<file path="config.mk">
export PLATFORM = sky130hd
export DESIGN_NAME = lpm_clk_ctrl
export DESIGN_NICKNAME = d
export VERILOG_FILES = /design/src/rtl/lpm_clk_ctrl.sv
export SDC_FILE = /design/constraint.sdc
export NUM_CORES = 1
export LEC_CHECK = 0
export BUFFER_PORTS_ARGS = -buffer_cell sky130_fd_sc_hd__buf_2
export CORE_UTILIZATION = 40
export CTS_CLUSTER_DIAMETER = 80
export DETAILED_ROUTE_END_ITERATION = 10
export HOLD_SLACK_MARGIN = 0.06
export PLACE_DENSITY = 0.7
export SYNTH_ARGS = -nofsm -noshare
export SYNTH_HDL_FRONTEND = slang
export SYNTH_SLANG_ARGS = --single-unit
</file>
<file path="constraint.sdc">
create_clock -name clk -period 1.24 [get_ports clk]
set_input_delay 0.31 -clock clk [delete_from_list [all_inputs] [get_ports clk]]
set_output_delay 0.31 -clock clk [all_outputs]
set_load 0.1 [all_outputs]
</file>
<file path="src/rtl/lpm_clk_ctrl.sv">
module lpm_clk_ctrl (
  input  logic       clk,
  input  logic       rst_n,
  input  logic       sr_halt,
  input  logic       sr_xtal_off,
  input  logic       sr_gen_off,
  input  logic       sr_sub_off,
  input  logic       irq_pend,
  input  logic       irq_ret,
  input  logic       dco_feeds_main,
  output logic       core_en,
  output logic       main_clk_en,
  output logic       sub_clk_en,
  output logic       aux_clk_en,
  output logic       dcgen_en,
  output logic       xtal_en,
  output logic [2:0] mode_code
);
  localparam logic [2:0] M_ACT = 3'd0;
  localparam logic [2:0] M_L0  = 3'd1;
  localparam logic [2:0] M_L1  = 3'd2;
  localparam logic [2:0] M_L2  = 3'd3;
  localparam logic [2:0] M_L3  = 3'd4;
  localparam logic [2:0] M_L4  = 3'd5;

  logic [2:0] req_mode, nxt_mode, saved_q, nxt_saved, cur_q;
  logic       wake_q, nxt_wake;
  logic [5:0] gate_q, nxt_gate;

  always_comb begin
    if (!sr_halt)         req_mode = M_ACT;
    else if (sr_xtal_off) req_mode = M_L4;
    else case ({sr_sub_off, sr_gen_off})
      2'b00:   req_mode = M_L0;
      2'b01:   req_mode = M_L1;
      2'b10:   req_mode = M_L2;
      default: req_mode = M_L3;
    endcase
  end

  always_comb begin
    nxt_wake  = wake_q;
    nxt_saved = saved_q;
    nxt_mode  = req_mode;
    if (wake_q) begin
      nxt_mode = M_ACT;
      if (irq_ret && !irq_pend) begin
        nxt_wake = 1'b0;
        nxt_mode = saved_q;
      end
    end else if (irq_pend && req_mode != M_ACT) begin
      nxt_wake  = 1'b1;
      nxt_saved = req_mode;
      nxt_mode  = M_ACT;
    end
  end

  // order: core, main, sub, aux, generator, crystal
  always_comb begin
    case (nxt_mode)
      M_ACT:   nxt_gate = 6'b111111;
      M_L0:    nxt_gate = 6'b001111;
      M_L1:    nxt_gate = {4'b0011, dco_feeds_main, 1'b1};
      M_L2:    nxt_gate = 6'b000111;
      M_L3:    nxt_gate = 6'b000101;
      default: nxt_gate = 6'b000000;
    endcase
  end

  always_ff @(posedge clk or negedge rst_n) begin
    if (!rst_n) begin
      cur_q   <= M_ACT;
      saved_q <= M_ACT;
      wake_q  <= 1'b0;
      gate_q  <= 6'b111111;
    end else begin
      cur_q   <= nxt_mode;
      saved_q <= nxt_saved;
      wake_q  <= nxt_wake;
      gate_q  <= nxt_gate;
    end
  end

  assign {core_en, main_clk_en, sub_clk_en, aux_clk_en, dcgen_en, xtal_en} = gate_q;
  assign mode_code = cur_q;
endmodule

</file>
-- Word-level counts from Yosys, hierarchy flattened
Cells that the tools add are included.
Widths: inputs -> output; s select.
- register bits after elaboration: 13
- input bits: 9
- output and inout bits: 9
- logic and storage cells: 28
- eq/ne operators: 6
- multiplexer cells: 10
- bitwise gates (word level): 1
- reduce and logical (&&, ||, !) cells: 7
- operators with widths (cell ; number):
    $pmux 6 s5 ; 1
    $mux 3 ; 5
    $pmux 3 s3 ; 1
    $eq 3x2->1 const B ; 2
    $eq 3x1->1 const B ; 1
    $eq 3x3->1 const B ; 1
    $logic_not 3->1 ; 1
    $mux 1 ; 3
    $reduce_bool 3->1 ; 1
    $eq 2x1->1 const B ; 1
    $eq 2x2->1 const B ; 1
    $logic_and 1x1->1 ; 2
    $logic_not 2->1 ; 1
    $reduce_and 2->1 ; 1
    $logic_not 1->1 ; 1
    $not 1->1 ; 1

-- Logic depth before layout (Yosys ltp)
Gate-level depths: netlist (run 1).
- word-level depth: 10
- gate-level depth with buffers: 5
- depth with buffers taken out: 5

-- Worst setup path before layout (run 1)
No wires, ideal clock.
- path type: register to output
- start: register gate_q[4]
- end: output main_clk_en
- arrival: 1217 ps
- data required time: 930 ps
- path slack: -287 ps
- stages on the path, launching flop included: 2
- path through: dfstp_2 buf_4
- RTL lines (element ; RTL line ; RTL):
    start: declaration ; 28 ; logic [5:0] gate_q, nxt_gate;
    start signal: assignment ; 80 ; gate_q <= nxt_gate;
    end: declaration ; 12 ; output logic main_clk_en,
No word-level cell between the ends.

-- Worst setup path after layout (run 1)
- start: register gate_q[4]
- end: output main_clk_en
No word-level cell between the ends.

==> impl_metrics.csv, run 1 <==
group,metric,value,unit
setup_path,endpoint_kind,"output port",
place,place.gp.congestion,0.815,
setup_path,cp-start-kind,"flop",
clock_network,tritoncts,"built",
timing,skew,4.11,ps
cells_and_area,fin_util,69.0,%
clock_network,h-tree-depth,1,
route,drt_wl_total,1180,um
route,drtIter0Drc,5,
setup_path,cp_max_fo,2,
setup_path,r2r_cells,3,
setup_path,cp.required,930,ps
die,ios,18,
power,power_frac_seq,37.1,%
setup_path,worstReg2RegEnd,"gate_q[3]",
run_status,status,"finished, violations left",
clock_network,numCtsBuffers,3,
setup_path,endpoint,"main_clk_en",
synth,ys_warn_count,0,
route,wl_per_cell,12.7,um
timing,setup_viol,6,
route,vias_per_cell,5.33,
power,p_comb_share,42.7,%
place,portBuffers,17,
timing,maxSlewHeadroom,79.6,%
timing,max_freq,715,MHz
setup_path,r2r_start,"wake_q",
clock_network,max-clock-path-buffers,2,
synth,synth_fp_nets,66,
grt,antenna_found_initial,0,
power,p_clk_share,20.3,%
synth,synth_cell_types,31,
setup_path,cp_slowest_cell,"dfstp_4",
clock_network,cts.sinks,11,
setup_path,crit_chain,"buf_12",
power,power.density,1320,mW/mm2
route,route.detailed.drc,0,
grt,grt_util_all_layers,19.6,%
run_status,violations,"setup timing",
die,core,0.00135,mm2
timing,fin_crit_sh,113,%
min_path,min_path_type,"input port to flop",
clock_network,cts_root_buf,"clkbuf_4",
grt,first_global_vias,502,
place,dpl_worst_slack,-190,ps
die,die_y,40.9,um
synth,ys_seq_area_share,46.4,%
setup_path,cp_top_family,"flip-flops",
place,dpl.hpwl,921,um
timing,drv_slew,0,
cells_and_area,layout.cells.most_common,"buf_12",
synth,syn_area,604,um2
synth,syn_avg_cell_area,11.2,um2
power,vdd_drop_max,0.000942,V
synth,synth-edff-count,0,
power,p_int,0.748,mW
timing,worst_slack,-159,ps
synth,yosysTopAreaCellShare,29.0,%
synth,yosys-top-cells-area,"dfrtp_1 (29%), dfstp_2 (17%), ha_1 (6.2%)",
die,rows,13,
route,final_antenna_net_count,0,
timing,hold_viol_final,0,
power,power,1.23,mW
setup_path,rrSetupSlack,50,ps
clock_network,clk_pin_slew,70,ps
place,dp.cells,87,
synth,synth-async-reset-ratio,100,%
power,leakagePower,0.438,nW
timing,grt_setup_unrepaired,"true",
setup_path,cpPeakStageDelay,640,ps
grt,overflow,0,
grt,grt_pass1_wl,2060,um
die,start_util,44.8,%
flow_run,maxCapViolations,0,
timing,tightest_slew,306,ps
synth,synthCells,54,
setup_path,critical_path_depth,1,
die,die_w,40.9,um
cells_and_area,final_net_count,91,
cells_and_area,mostFrequentLayoutCells,"buf_12 (9), buf_2 (8), dfrtp_1 (6), inv_1 (5)",
setup_path,cp.arrival,1090,ps
cells_and_area,drive_above_1_share,48.7,%
synth,synth_ff_type,"dfrtp_1",
setup_path,path_buf_inv,1,
cells_and_area,stdcell_count,93,
cells_and_area,antenna_cells,0,
route,first_pass_iters,4,
synth,synth_top_area_cell,"dfrtp_1",
clock_network,insertion_delay,270,ps
setup_path,setup.worst_path.class,"flop to output port",
setup_path,startpoint,"gate_q[4]",
timing,period_needed,1400,ps
synth,ys_seq_elements,11,
route,num_vias,496,
cells_and_area,areaGrowthSynthToFinish,54.2,%
power,p_sw_share,39.3,%
grt,grt_max_degree,12,
power,switchingPower,0.483,mW
die,die_area,0.00167,mm2
[state kept, by name, indices dropped and copies added, names as in the netlist]
register   count
gate_q         4
mode_code      3
saved_q        3
wake_q         1
[layer usage]
layer / vias up / GRT usage, % / share of wire [%]
li1: 241 / - / -
met1: 236 / 23.8 / 43
met2: 19 / 31.6 / 50
met3: 0 / 9.78 / 6.7
met4: 0 / 2.50 / 0
met5: - / 0 / 0
[timing repair]
| action | in CTS | in global routing |
|---|---|---|
| setup buffers | 0 | 1 |
| gates resized for setup | 1 | 6 |
| pin swaps | 0 | 0 |
| hold buffers | 1 | 0 |
| hold endpoints to repair | 7 | 0 |
| setup endpoints to repair | 7 | 10 |
[logic make-up after synthesis]
kind of cell / Yosys count / synth area share (%)
buf+inv: 8 / 7.45
fa+ha+maj: 3 / 6.21
flops: 11 / 46.4
mux: 1 / 1.66
compound gates: 16 / 23.0
simple gates: 15 / 15.3
[through the flow]
stage	TNS (ps)	hold WS (ps)	instance area (um2)
global placement	-804	188	872
global route	-919	314	932
floorplan	-126	14.4	654
finish	-744	314	932
detailed placement	-964	192	872
CTS	-836	294	910
[area by class of cell]
class                      instances  area (um2)
fill                             101         418
sequential                        11         289
multi-input combinational         35         308
timing repair buffer              23         272
inverter                           5        18.8
tap                               15        18.8
clock buffer                       4        26.3
[power groups by stage]
stage	clock (mW)	sequential (mW)	combinational (mW)
3_3_place_gp	0	0.463	0.500
3_5_place_dp	0	0.465	0.505
2_1_floorplan	0	0.598	0.213
6_report	0.249	0.456	0.525
5_1_grt	0.280	0.462	0.554
4_1_cts	0.264	0.459	0.508
[synthesized netlist by cell type, types with 2 or more instances]
| cell type | count |
|---|---|
| dfrtp_1 | 7 |
| inv_1 | 5 |
| nor2_1 | 5 |
| dfstp_2 | 4 |
| ha_1 | 3 |
| buf_4 | 2 |
| nand2_1 | 2 |
| nand3_1 | 2 |
| o2bb2ai_1 | 2 |
[worst min-delay path by stage]
| stage | startpoint | end | slack, ps | depth (start not counted) |
|---|---|---|---|---|
| 6_report | irq_pend | mode_code[0] | 310 | 2 |
| 5_1_grt | irq_pend | mode_code[0] | 310 | 2 |
| 4_1_cts | irq_pend | mode_code[0] | 290 | 2 |
| 3_5_place_dp | rst_n | mode_code[0] | 190 | 1 |
| 3_3_place_gp | rst_n | mode_code[0] | 190 | 1 |
| 2_1_floorplan | rst_n | mode_code[0] | 10 | 0 |
Note: power is estimated with default switching activity, not from simulation.
==> run 2: changes to the inputs <==
- BUFFER_PORTS_ARGS: -buffer_cell sky130_fd_sc_hd__buf_2 -> -buffer_cell sky130_fd_sc_hd__clkbuf_2
==> impl_metrics.csv, run 2 (synthesis results as in run 1) <==
group,metric,value,unit
timing,drv_slew,0,
clock_network,cts.sinks,11,
cells_and_area,largest_register,"gate_q",
place,portBuffers,17,
setup_path,cp.required,930,ps
clock_network,cts_root_buf,"clkbuf_4",
route,drt_wl_total,1380,um
setup_path,cpPeakStageDelay,650,ps
timing,max_freq,709,MHz
route,wl_per_cell,14.5,um
min_path,min_to,"saved_q[0]",
clock_network,numCtsBuffers,3,
grt,overflow,0,
die,core,0.00135,mm2
clock_network,max-clock-path-buffers,2,
grt,grt_pass1_wl,2180,um
power,power,1.25,mW
grt,first_global_vias,503,
setup_path,cp_top_family,"flip-flops",
place,place.gp.congestion,0.783,
run_status,status,"finished, violations left",
cells_and_area,antenna_cells,0,
setup_path,cp-start-kind,"flop",
timing,worst_slack,-170,ps
setup_path,rrSetupSlack,10,ps
power,leakagePower,0.452,nW
setup_path,cp_max_fo,2,
power,power.density,1320,mW/mm2
route,num_vias,528,
clock_network,h-tree-depth,1,
clock_network,tritoncts,"built",
run_status,violations,"setup timing",
setup_path,path_buf_inv,1,
timing,period_needed,1410,ps
flow_run,maxCapViolations,0,
timing,tightest_slew,309,ps
setup_path,cp.arrival,1100,ps
clock_network,clk_pin_slew,80,ps
timing,hold_viol_final,0,
setup_path,r2r_cells,4,
cells_and_area,stdcell_count,95,
grt,antenna_found_initial,0,
grt,grt_util_all_layers,21.4,%
place,dpl_worst_slack,-199,ps
cells_and_area,areaGrowthSynthToFinish,57.1,%
route,route.detailed.drc,0,
route,drtIter0Drc,14,
grt,grt_max_degree,12,
timing,maxSlewHeadroom,79.4,%
die,ios,18,
die,rows,13,
setup_path,worstReg2RegEnd,"gate_q[2]",
clock_network,insertion_delay,280,ps
timing,grt_setup_unrepaired,"true",
power,vdd_drop_max,0.000841,V
place,dpl.hpwl,1050,um
die,die_area,0.00167,mm2
setup_path,cp_slowest_cell,"dfstp_4",
timing,fin_crit_sh,114,%
setup_path,endpoint_kind,"output port",
min_path,min_path_type,"input port to flop",
route,first_pass_iters,4,
die,die_w,40.9,um
timing,setup_viol,6,
route,final_antenna_net_count,0,
setup_path,setup.worst_path.class,"flop to output port",
cells_and_area,final_net_count,93,
setup_path,r2r_start,"wake_q",
cells_and_area,largest_register_ffs,4,
cells_and_area,mostFrequentLayoutCells,"clkbuf_2 (9), buf_12 (9), dfrtp_1 (6), buf_4 (6)",
die,start_util,44.8,%
timing,skew,5.91,ps
route,vias_per_cell,5.56,
die,die_y,40.9,um
place,dp.cells,88,
cells_and_area,drive_above_1_share,50.0,%
setup_path,crit_chain,"buf_12",
min_path,hold_start,"sr_xtal_off",
min_path,whs_path_depth,3,
[run 2: cell types whose count changed in the layout (fill, tap and decap cells not counted)]
cell	previous run	this run
clkbuf_2	0	9
buf_2	8	0
buf_4	4	6
a31o_2	1	0
a31o_4	0	1
a32oi_1	1	0
a32oi_2	0	1
buf_6	1	0
nor2_1	4	5
nor2_4	1	0
[run 2: worst max-delay path by stage]
stage / start / to / depth (start not counted)
3_3_place_gp: sr_gen_off / gate_q[1] / 5
6_report: gate_q[4] / core_en / 1
2_1_floorplan: gate_q[4] / main_clk_en / 1
5_1_grt: gate_q[4] / core_en / 1
3_5_place_dp: sr_gen_off / gate_q[1] / 5
4_1_cts: gate_q[4] / core_en / 1
[run 2: metal layers]
layer  part of all wire, %  GRT usage [%]  up-vias  wire, um
li1                      -              -      245         -
met1                    40           22.2      256       546
met2                    51           37.5       22       708
met3                   7.3           8.15        5       100
met4                   1.6           10.0        0        22
met5                     0              0        -         0
[run 2: layout make-up]
class	instances	area, um2
fill	97	400
multi-input combinational	35	317
sequential	11	289
timing repair buffer	25	280
clock buffer	4	26.3
inverter	5	18.8
tap	15	18.8
[run 2: timing repair]
action                     4_1_cts  5_1_grt
setup endpoints to repair        8        7
hold buffers                     1        0
setup buffers                    0        2
hold endpoints to repair         7        0
resized for setup                1        3
pin swaps                        0        1
[run 2: where the power goes]
part	switching (mW)	internal (mW)	leakage (nW)
combinational	0.330	0.211	0.309
sequential	0.0346	0.415	0.128
clock	0.137	0.125	0.0150
[run 2: metrics by stage]
stage	TNS (ps)	utilization [%]	cell area (um2)	hold slack [ps]
3_5_place_dp	-1220	65.2	880	198
3_3_place_gp	-775	65.2	880	192
2_1_floorplan	-126	-	654	14.4
6_report	-818	70.3	950	335
4_1_cts	-863	67.9	917	310
5_1_grt	-972	70.3	950	362
==> run 3: changes to the inputs <==
- clock period: 1.24 -> 1.7 ns (I/O delays scaled with it)
==> impl_metrics.csv, run 3 (synthesis results as in run 1) <==
group,metric,value,unit
setup_path,crit_chain,"buf_4",
place,dpl.hpwl,909,um
power,power.density,1040,mW/mm2
die,rows,13,
setup_path,endpoint_kind,"output port",
route,drt_wl_total,1110,um
grt,antenna_found_initial,0,
grt,overflow,0,
power,p_int,0.497,mW
route,route.detailed.drc,0,
flow_run,maxCapViolations,0,
die,die_y,40.9,um
route,wl_per_cell,12.6,um
clock_network,numCtsBuffers,3,
cells_and_area,areaGrowthSynthToFinish,31.7,%
grt,met2_usage,30.9,%
die,die_w,40.9,um
setup_path,cpPeakStageDelay,510,ps
timing,maxSlewHeadroom,63.9,%
place,dpl_worst_slack,114,ps
clock_network,h-tree-depth,1,
timing,fin_setup_tns,0,ps
cells_and_area,stdcell_count,88,
cells_and_area,final_net_count,86,
place,placed_cell_area,759,um2
cells_and_area,layout.cells.most_common,"clkbuf_2",
setup_path,setup.worst_path.class,"flop to output port",
power,vdd_drop_max,0.000683,V
setup_path,path_buf_inv,1,
timing,worst_slack,217,ps
place,portBuffers,17,
cells_and_area,mostFrequentLayoutCells,"clkbuf_2 (11), dfrtp_1 (7), nor2_1 (5), inv_1 (5), buf_12 (5)",
die,start_util,44.8,%
place,dp.cells,83,
timing,tightest_slew,544,ps
power,p_comb_share,38.9,%
clock_network,hold_buffers,1,
timing,period_needed,1480,ps
timing,hold_viol_final,0,
cells_and_area,largest_register,"gate_q",
clock_network,post-cts-setup-buffer-count,0,
cells_and_area,fin_area,796,um2
grt,grt_pass1_wl,1860,um
power,switchingPower,0.332,mW
grt,met3_usage,9.78,%
die,die_area,0.00167,mm2
clock_network,clk_pin_slew,70,ps
setup_path,cp_top_family,"flip-flops",
grt,busiest_layer,"met2",
power,leakagePower,0.392,nW
die,core,0.00135,mm2
route,final_antenna_net_count,0,
cells_and_area,antenna_cells,0,
power,p_clk_share,21.7,%
timing,setup_viol,0,
route,drtIter0Drc,6,
clock_network,cts_root_buf,"clkbuf_4",
min_path,min_path_type,"input port to flop",
route,first_pass_iters,2,
setup_path,cp_max_fo,1,
cells_and_area,largest_register_ffs,4,
place,place.gp.congestion,0.777,
timing,whs,409,ps
setup_path,cp.required,1270,ps
timing,max_freq,674,MHz
clock_network,cts.sinks,11,
clock_network,tritoncts,"built",
setup_path,cp_slowest_cell,"dfstp_2",
cells_and_area,drive_above_1_share,38.4,%
timing,grt_setup_unrepaired,"false",
clock_network,max-clock-path-buffers,2,
grt,grt_util_all_layers,18.1,%
route,num_vias,469,
grt,grt_max_degree,12,
grt,first_global_vias,419,
grt,use_met1,18.9,%
timing,drv_slew,0,
clock_network,cts-resized-gates,0,
power,power_frac_seq,39.4,%
setup_path,cp-start-kind,"flop",
timing,fin_crit_sh,87.3,%
power,p_sw_share,40.1,%
route,vias_per_cell,5.33,
die,ios,18,
clock_network,insertion_delay,270,ps
setup_path,cp.arrival,1060,ps
run_status,status,"finished clean",
timing,skew,1.46,ps
## run 3: changes by cell type in the layout (fill, tap and decap cells not counted), sizes merged
| cell | before | now |
|---|---|---|
| buf | 15 | 6 |
| clkbuf | 13 | 15 |
## run 3: final cells by class
class	instances	area [um2]
Tap cell	15	18.8
Inverter	5	18.8
Clock buffer	4	26.3
Timing Repair Buffer	18	173
Fill cell	111	554
Sequential cell	11	280
Multi-Input combinational cell	35	279
## run 3: per-stage QoR
step,total power [mW],util (%)
global placement,0.651,56.3
detailed placement,0.655,56.3
global route,0.884,58.9
finish,0.829,58.9
CTS,0.841,58.9
floorplan,0.566,-
## run 3: layer usage
| layer | vias up | routed length (um) |
|---|---|---|
| met5 | - | 0 |
| met4 | 0 | 0 |
| met3 | 0 | 92 |
| met2 | 18 | 550 |
| met1 | 219 | 468 |
| li1 | 232 | - |
## run 3: worst paths after layout
path,startpoint,to,slack (ps),depth (start not counted)
setup / recovery,gate_q[1],dcgen_en,220,1
hold / removal,dco_feeds_main,gate_q[1],410,3
setup reg to reg,wake_q,gate_q[3],440,3
hold reg to reg,saved_q[2],saved_q[2],500,1
max in group asynchronous,rst_n,gate_q[1],870,2
min in group asynchronous,rst_n,mode_code[0],560,2
## run 3: power by group through the flow
stage | logic (mW) | registers, mW | clock network [mW]
detailed placement | 0.324 | 0.331 | 0
global route | 0.343 | 0.332 | 0.209
CTS | 0.325 | 0.327 | 0.189
finish | 0.323 | 0.327 | 0.180
global placement | 0.320 | 0.331 | 0
floorplan | 0.136 | 0.430 | 0
